===== src/rtl/pp_xctl_pkg.sv =====
package pp_xctl_pkg;
  typedef enum logic [2:0] {
    MODE_COMPAT = 3'b000,
    MODE_BYTE   = 3'b001,
    MODE_RSV_A  = 3'b010,
    MODE_EXTCAP = 3'b011,
    MODE_ENH    = 3'b100,
    MODE_RSV_B  = 3'b101,
    MODE_TEST   = 3'b110,
    MODE_CFG    = 3'b111
  } pp_mode_e;

  localparam int OFF_DATA = 0;
  localparam int OFF_CFGB = 1;
  localparam int OFF_CTL  = 2;
  localparam int CFG_IRQ_BIT = 6;
endpackage


===== src/rtl/pp_xctl_fifo.sv =====
module pp_xctl_fifo #(
  parameter int DW    = 8,
  parameter int DEPTH = 16,
  parameter int CNT_W = 5
) (
  input  logic             clk,
  input  logic             rst_n,
  input  logic             flush,
  input  logic             push,
  input  logic [DW-1:0]    wdata,
  input  logic             pop,
  output logic [DW-1:0]    rdata,
  output logic [CNT_W-1:0] count,
  output logic             empty,
  output logic             full
);
  localparam int PTR_W = $clog2(DEPTH);
  localparam logic [CNT_W-1:0] DEPTH_C = CNT_W'(DEPTH);
  localparam logic [PTR_W-1:0] LAST_P  = PTR_W'(DEPTH - 1);

  logic [DW-1:0]    mem_q [DEPTH];
  logic [PTR_W-1:0] wr_q, wr_d, rd_q, rd_d;
  logic [CNT_W-1:0] cnt_q, cnt_d;
  logic             do_push, do_pop, mem_we;

  function automatic logic [PTR_W-1:0] ptr_inc(input logic [PTR_W-1:0] p);
    return (p == LAST_P) ? '0 : p + 1'b1;
  endfunction

  assign empty   = (cnt_q == '0);
  assign full    = (cnt_q == DEPTH_C);
  assign count   = cnt_q;
  assign do_push = push && !full;
  assign do_pop  = pop && !empty;
  assign mem_we  = do_push && !flush;
  assign rdata   = empty ? '0 : mem_q[rd_q];

  always_comb begin
    wr_d  = wr_q;
    rd_d  = rd_q;
    cnt_d = cnt_q;
    if (flush) begin
      wr_d  = '0;
      rd_d  = '0;
      cnt_d = '0;
    end else begin
      if (do_push) wr_d = ptr_inc(wr_q);
      if (do_pop)  rd_d = ptr_inc(rd_q);
      case ({do_push, do_pop})
        2'b10:   cnt_d = cnt_q + 1'b1;
        2'b01:   cnt_d = cnt_q - 1'b1;
        default: cnt_d = cnt_q;
      endcase
    end
  end

  always_ff @(posedge clk or negedge rst_n) begin
    if (!rst_n) begin
      wr_q  <= '0;
      rd_q  <= '0;
      cnt_q <= '0;
    end else begin
      wr_q  <= wr_d;
      rd_q  <= rd_d;
      cnt_q <= cnt_d;
    end
  end

  always_ff @(posedge clk) begin
    if (mem_we) mem_q[wr_q] <= wdata;
  end


  cnt_bound_chk: assert property (@(posedge clk) disable iff (!rst_n)
    cnt_q <= DEPTH_C);

  no_overflow_chk: assert property (@(posedge clk) disable iff (!rst_n)
    (push && full && !pop && !flush) |=> (cnt_q == $past(cnt_q)));

  no_underflow_chk: assert property (@(posedge clk) disable iff (!rst_n)
    (pop && empty && !push && !flush) |=> empty);

  flush_empties_chk: assert property (@(posedge clk) disable iff (!rst_n)
    flush |=> empty);
endmodule


===== src/rtl/pp_xctl_mode.sv =====
module pp_xctl_mode
  import pp_xctl_pkg::*;
(
  input  logic     clk,
  input  logic     rst_n,
  input  logic     wr_en,
  input  logic [2:0] wr_mode,
  output pp_mode_e mode,
  output logic     flush
);
  pp_mode_e mode_q, mode_d;

  assign flush = wr_en && (pp_mode_e'(wr_mode) != mode_q);

  always_comb begin
    mode_d = mode_q;
    if (wr_en) mode_d = pp_mode_e'(wr_mode);
  end

  always_ff @(posedge clk or negedge rst_n) begin
    if (!rst_n) mode_q <= MODE_COMPAT;
    else        mode_q <= mode_d;
  end

  assign mode = mode_q;


  mode_hold_chk: assert property (@(posedge clk) disable iff (!rst_n)
    !wr_en |=> $stable(mode_q));
endmodule


===== src/rtl/pp_xctl.sv =====
module pp_xctl
  import pp_xctl_pkg::*;
#(
  parameter int AW     = 3,
  parameter int DW     = 8,
  parameter int DEPTH  = 16,
  parameter int THRESH = 8
) (
  input  logic          clk,
  input  logic          rst_n,
  input  logic [AW-1:0] reg_addr,
  input  logic          reg_wr,
  input  logic          reg_rd,
  input  logic [DW-1:0] reg_wdata,
  output logic [DW-1:0] reg_rdata,
  input  logic          dir_rev,
  input  logic          irq_en,
  input  logic          per_push,
  input  logic [DW-1:0] per_wdata,
  input  logic          per_pop,
  output logic [DW-1:0] per_rdata,
  output logic          irq_o
);
  localparam int CNT_W = $clog2(DEPTH) + 1;
  localparam logic [CNT_W-1:0] FREE_LIM = CNT_W'(DEPTH - THRESH);
  localparam logic [CNT_W-1:0] FILL_LIM = CNT_W'(THRESH);

  pp_mode_e         mode;
  logic             flush, ctl_we, at_data;
  logic             f_push, f_pop, f_empty, f_full, svc;
  logic [DW-1:0]    f_wdata, f_rdata;
  logic [CNT_W-1:0] f_count;
  logic             irq_q, irq_d;

  assign at_data = (reg_addr == AW'(OFF_DATA));
  assign ctl_we  = reg_wr && (reg_addr == AW'(OFF_CTL));
  assign f_push  = dir_rev ? per_push : (reg_wr && at_data);
  assign f_wdata = dir_rev ? per_wdata : reg_wdata;
  assign f_pop   = dir_rev ? (reg_rd && at_data) : per_pop;

  pp_xctl_mode mode_i (
    .clk     (clk),
    .rst_n   (rst_n),
    .wr_en   (ctl_we),
    .wr_mode (reg_wdata[DW-1 -: 3]),
    .mode    (mode),
    .flush   (flush)
  );

  pp_xctl_fifo #(.DW(DW), .DEPTH(DEPTH), .CNT_W(CNT_W)) fifo_i (
    .clk   (clk),
    .rst_n (rst_n),
    .flush (flush),
    .push  (f_push),
    .wdata (f_wdata),
    .pop   (f_pop),
    .rdata (f_rdata),
    .count (f_count),
    .empty (f_empty),
    .full  (f_full)
  );

  assign svc   = dir_rev ? (f_count >= FILL_LIM) : (f_count <= FREE_LIM);
  assign irq_d = svc && irq_en;

  always_ff @(posedge clk or negedge rst_n) begin
    if (!rst_n) irq_q <= 1'b0;
    else        irq_q <= irq_d;
  end

  assign irq_o     = irq_q;
  assign per_rdata = f_rdata;

  always_comb begin
    reg_rdata = '0;
    case (reg_addr)
      AW'(OFF_DATA): reg_rdata = dir_rev ? f_rdata : '0;
      AW'(OFF_CFGB): if (mode == MODE_CFG) reg_rdata[CFG_IRQ_BIT] = irq_q;
      AW'(OFF_CTL):  reg_rdata = {mode, {(DW-6){1'b0}}, svc, f_full, f_empty};
      default:       reg_rdata = '0;
    endcase
  end


  flags_excl_chk: assert property (@(posedge clk) disable iff (!rst_n)
    f_empty |-> !f_full);

  irq_gate_chk: assert property (@(posedge clk) disable iff (!rst_n)
    !irq_en |=> !irq_o);

  cfg_gate_chk: assert property (@(posedge clk) disable iff (!rst_n)
    ((reg_addr == AW'(OFF_CFGB)) && (mode != MODE_CFG)) |-> (reg_rdata == '0));
endmodule


===== config.mk =====
export PLATFORM = sky130hd
export DESIGN_NAME = pp_xctl
export DESIGN_NICKNAME = d
export VERILOG_FILES = /design/src/rtl/pp_xctl_pkg.sv /design/src/rtl/pp_xctl_fifo.sv /design/src/rtl/pp_xctl_mode.sv /design/src/rtl/pp_xctl.sv
export SDC_FILE = /design/constraint.sdc
export NUM_CORES = 1
export LEC_CHECK = 0
export ABC_AREA = 1
export BUFFER_PORTS_ARGS = -buffer_cell sky130_fd_sc_hd__buf_2
export CORE_MARGIN = 2
export CORE_UTILIZATION = 35
export DETAILED_ROUTE_END_ITERATION = 12
export PLACE_DENSITY = 0.56
export SLEW_MARGIN = 15
export SYNTH_ARGS = -nofsm -noshare
export SYNTH_HDL_FRONTEND = slang
export SYNTH_SLANG_ARGS = --single-unit

===== constraint.sdc =====
create_clock -name clk -period 4.1 [get_ports clk]
set_clock_uncertainty 0.05 [all_clocks]
set_input_delay 0.41 -clock clk [delete_from_list [all_inputs] [get_ports clk]]
set_output_delay 0.41 -clock clk [all_outputs]
set_load 0.01 [all_outputs]

# Yosys cells after proc, flatten, opt, wreduce, memory -nomap -nowiden
# Memories as Yosys holds them, arrays and structs flattened.
# Index checks and enable logic that the tools add are counted.
[op_classes]
n_addsub = 4
muxes = 20
n_reduce_logical = 16
n_lt_le_gt_ge = 2
eq_ne = 9
[op_table]
columns = ["cell", "count"]
rows = [
  ["$mux W4", 6],
  ["$mux W8", 3],
  ["$pmux W6 S2", 1],
  ["$pmux W5 S2", 1],
  ["$add A4 B1 Y4 const B", 2],
  ["$eq A4 B4 Y1 const B", 2],
  ["$logic_and A1 B1 Y1", 8],
  ["$mux W1", 6],
  ["$add A5 B1 Y5 const B", 1],
  ["$eq A5 B5 Y1 const B", 1],
  ["$ge A5 B4 Y1 const B", 1],
  ["$le A5 B4 Y1 const B", 1],
  ["$logic_not A5 Y1", 1],
  ["$mux W5", 1],
  ["$sub A5 B1 Y5 const B", 1],
  ["$reduce_bool A2 Y1", 2],
  ["$eq A3 B1 Y1 const B", 1],
  ["$eq A3 B2 Y1 const B", 1],
  ["$eq A3 B3 Y1 const B", 1],
  ["$logic_not A1 Y1", 3],
  ["$logic_not A3 Y1", 1],
  ["$ne A3 B3 Y1", 1],
  ["$pmux W1 S3", 1],
  ["$reduce_bool A3 Y1", 1],
  ["other kinds (3)", 3],
]
[word_totals]
mem_bits_rw = 128
regBits = 17
mem_count = 1
out_inout_bits = 17
inputBits = 27
elab_cells = 57
[memory_table]
columns = ["name", "words", "width", "rd", "rd_clocked_by_memory_dff", "write_ports", "line_no", "text"]
rows = [
  ["fifo_i.mem_q", 16, 8, 1, 0, 1, "pp_xctl_fifo.sv:21", "logic [DW-1:0] mem_q [DEPTH];"],
]

# Logic depth before layout (Yosys ltp)
[depth]
depth_word = 7
ltp_mapped = 16
mapped_depth_nobuf = 16

# Hierarchy
# A second synthesis with hierarchy kept.
[unflattened]
cells_unflattened = 591
hier_area_um2 = 6513.7
[modules_own_cells]
columns = ["mod", "seq_area_each_um2", "cells_each", "instances", "area_per_inst_um2"]
rows = [
  ["pp_xctl_fifo", 4169.0, 489, 1, 5979.5],
  ["pp_xctl", 25.0, 77, 1, 369.1],
  ["pp_xctl_mode", 75.1, 25, 1, 165.2],
]

# Worst setup path after synthesis
# Ideal clock, no wire load.
[synth_path]
path_type = "input-to-reg"
start = "input dir_rev"
end = "register fifo_i.cnt_q[4], in the netlist fifo_i.count[4]"
path_slack_ps = 1767
t_required_ps = 3923
t_arrival_ps = 2155
path_stages = 15
n_path_buf = 1
cell_sequence = "buf_6 inv_4 nor3_4 nand2_4 a21oi_4 ha_1 xor2_1 ha_1 inv_1 nand2_1 nand3_1 nand2_1 nand2_1 nand2_1 o22ai_1"
[synth_between]
elab_chain_len = 5
elab_cells_between_ends = 9
[synth_rtl]
columns = ["item", "line_no", "text"]
rows = [
  ["start: declaration", "pp_xctl.sv:16", "input logic dir_rev,"],
  ["$mux W1 (on tied branches)", "pp_xctl.sv:39, pp_xctl.sv:37", ""],
  ["$logic_and A1 B1 Y1 (on tied branches)", "pp_xctl_fifo.sv:34, pp_xctl_fifo.sv:33", ""],
  ["$eq A2 B1 Y1 or $eq A2 B2 Y1 (tied branches)", "pp_xctl_fifo.sv:49", "case ({do_push, do_pop})"],
  ["$pmux W5 S2", "pp_xctl_fifo.sv:49", ""],
  ["$mux W5", "pp_xctl_fifo.sv:42", "if (flush) begin"],
  ["end signal: assignment", "pp_xctl_fifo.sv:65", "cnt_q <= cnt_d;"],
  ["end: declaration", "pp_xctl_fifo.sv:23", "logic [CNT_W-1:0] cnt_q, cnt_d;"],
]
# Parallel ways exist; a longest one is shown, timed or not.
# A chain may end at the register's enable or synchronous reset.

# Worst setup path after layout
[layout_path]
start = "register fifo_i.rd_q[1]"
end = "output reg_rdata[7]"
[layout_between]
elab_chain_len = 4
[layout_rtl]
columns = ["item", "line_no", "text"]
rows = [
  ["start: declaration", "pp_xctl_fifo.sv:22", "logic [PTR_W-1:0] wr_q, wr_d, rd_q, rd_d;"],
  ["start signal: assignment", "pp_xctl_fifo.sv:64", "rd_q <= rd_d;"],
  ["$mem_v2 Z16 W8", "-", ""],
  ["$mux W8", "pp_xctl_fifo.sv:36", "assign rdata = empty ? '0 : mem_q[rd_q];"],
  ["$mux W8", "pp_xctl.sv:77", "AW'(OFF_DATA): reg_rdata = dir_rev ? f_rdata : '0;"],
  ["$pmux W1 S2", "pp_xctl.sv:76", "case (reg_addr)"],
  ["end: declaration", "pp_xctl.sv:15", "output logic [DW-1:0] reg_rdata,"],
]
# No other way between the ends.

==> qor.csv <==
metric,value,unit
outcome,finished clean,
nets,849,
maxSlewHeadroom,30.43,%
syn_area,7053,um^2
cts.sinks,145,
drive_above_1_share,13.68,%
fin_crit_sh,73.74,%
worstSetupEndpointType,output port,
viasPerCell,4.645,
r2r-start,mode_i.mode[0],
core-area,19590,um^2
avgRoutedWirePerCell,15.89,um
synth_nets,801,
maxSlewViolCount,0,
ios,44,
start_util,36.00,%
synth_top_family_by_area,simple AND/OR/NAND/NOR gates,
synth-edff-count,128,
drcViolationCount,0,
powerDensity,642.2,nW/um^2
synth_compound_area_share,2.129,%
tightest_slew,1.036,ns
power.static_leakage,3.720,nW
rows,51,
drt-total-wl,17340,um
port_buffers,43,
grt_start_max_net_pins,68,
htreeDepth,4,
ys_seq_area_share,60.53,%
path_clk_slew,0.06,ns
avgSynthCellArea,9.220,um^2
grt_first_pass_wirelength,27590,um
grt-ovfl-total,0,
diodes,0,
reg2reg_to,fifo_i.mem_q[4][1],
yosys.cell_types.count,33,
drtIter0Drc,382,
synth-main-ff-cell,edfxtp_1,
worst-r2r-cell-count,5,
ir_worst_vdd,0.0004003,V
vias,5068,
gp_congestion,0.8285,
ys_warn_count,0,
crit_fanout,38,
die_w,146.0,um
cap_violations,0,
hold_ws,0.1423,ns
yosys_register_bits,145,
firstDrtPassIters,5,
synthAdderAreaFrac,1.597,%
holdPathStages,2,
dp_hpwl,11330,um
numCtsBuffers,17,
synth_simple_gate_area_share,24.68,%
antenna_left,0,
layout_commonest_cell,nand2_1,
die_y,146.0,um
dieArea,21300,um^2
crit_arrival,2.56,ns
hold_start,irq_en,
clock_latency,0.42,ns
finalWorstPathRequiredPeriod,3.023,ns
finalHoldViolCount,0,
cts_tree,built,
antenna_found_initial,0,
rsz0062_at_grt,false,
final_cell_mix,"nand2_1 (283), edfxtp_1 (128), inv_1 (113)",
track_usage,17.18,%
required,3.64,ns
criticalPathCategory,reg2out,
holdPathEnd,irq_o,
timing.setup.tns,0,ns
timing.fmax,330.8,MHz
root_buffer,clkbuf_16,
r2r_setup_slack,1.42,ns
cts_buffer_depth,2,
hold_path.class,in2reg,
syn_to_final_growth,15.13,%
finalSetupViolCount,0,
synth_xor_area_share,1.242,%
grt_pass1_vias,4895,
synthMuxAreaShare,0.4790,%
worstSetupStartpointType,flip-flop,
postSynth.asyncResetShare,11.72,%
syn_inst,765,
## state kept, by name, indices dropped and copies added (netlist names)
register / count
mode_i.mode: 3
fifo_i.count: 5
fifo_i.mem_q: 128
fifo_i.rd_q: 4
irq_o: 1
fifo_i.wr_q: 4
## cells in the mapped netlist (2+ instances only)
cell      count  area (um^2)
edfxtp_1    128         3844
o21ai_1       7        35.03
nand3_1      93        465.5
xor2_1        5        43.79
nor3_1       12        60.06
clkbuf_1      4        15.01
nor2_1       17        63.81
buf_2        12        60.06
buf_4         6        45.04
dfrtp_1      17        425.4
ha_1          9        112.6
nand4_1       3        18.77
o21ai_0       4        20.02
inv_1       113        424.2
a21oi_1       7        35.03
o22ai_1       2        12.51
xnor2_1       5        43.79
inv_2        17        63.81
mux2_1        3        33.78
nand2_2       3        18.77
nand2_1     283         1062
buf_6         4        45.04
## area by class of cell
type	count	area (um^2)
well taps	265	331.6
inverters	131	494.2
fillers	1951	11470
clock buffers	17	425.4
clock inverters	15	166.4
flip-flops and latches	145	4270
multi-input cells	463	2125
repair buffers	55	307.8
## worst max path at each step
| stage | from | endpoint | slack (ns) |
|---|---|---|---|
| 6_report | fifo_i.rd_q[1] | reg_rdata[7] | 1.08 |
| 5_1_grt | fifo_i.rd_q[0] | reg_rdata[4] | 0.83 |
| 4_1_cts | fifo_i.rd_q[1] | reg_rdata[7] | 1.04 |
| 3_5_place_dp | reg_wdata[5] | fifo_i.mem_q[12][2] | 1.27 |
| 3_3_place_gp | reg_wdata[6] | fifo_i.mem_q[12][7] | 1.32 |
| 2_1_floorplan | dir_rev | fifo_i.count[4] | 1.77 |
## report_power, final
| group | leakage (nW) | total [W] | switching (W) | internal, W |
|---|---|---|---|---|
| Clock | 0.282 | 0.00154 | 0.000596 | 0.000949 |
| Combinational | 2.07 | 0.00182 | 0.00128 | 0.000542 |
| Sequential | 1.37 | 0.00185 | 0.0000977 | 0.00175 |
| Total | 3.72 | 0.00521 | 0.00197 | 0.00324 |
## metrics by stage
step | cell area, um^2 | instances | setup slack, ns | total power (W) | utilization (%)
2_1_floorplan | 7053 | 765 | 1.767 | 0.003118 | -
3_3_place_gp | 7518 | 1058 | 1.317 | 0.003693 | 38.38
3_5_place_dp | 7518 | 1058 | 1.272 | 0.003699 | 38.38
4_1_cts | 8120 | 1091 | 1.040 | 0.005248 | 41.45
5_1_grt | 8120 | 1091 | 0.8288 | 0.005546 | 41.45
6_report | 8120 | 1091 | 1.077 | 0.005215 | 41.45
## repair_timing
action	CTS	global route
setup buffers	0	0
hold buffers	1	0
endpoints found under the hold margin	17	0
gates resized for setup	0	0
## cells by family (layout without fill, tap and decap cells)
family	after synthesis	count (layout)
simple gates	416	416
flops	145	145
mux	3	3
fa+ha+maj	9	9
xor+xnor	10	10
buf+inv	157	218
compound gates	25	25
## metal layers
metal	part of all wire [%]	GRT usage, %	vias to the layer above
li1	-	-	2542
met4	2.7	7.696	0
met5	0	0	-
met2	47	27.29	122
met3	3.9	3.166	28
met1	46	22.99	2376
## worst max-delay path: stages, from the launching register on
cell and delay, ns:
dfrtp_1 0.35, buf_4 0.25, inv_2 0.52, nand3_1 0.17, nand2_1 0.13, nand2_1 0.06, nand2_1 0.12, inv_2 0.05
nand2_1 0.09, nand3_1 0.09, nand2_1 0.11, buf_2 0.14
Note: power is estimated with default switching activity, not from simulation.
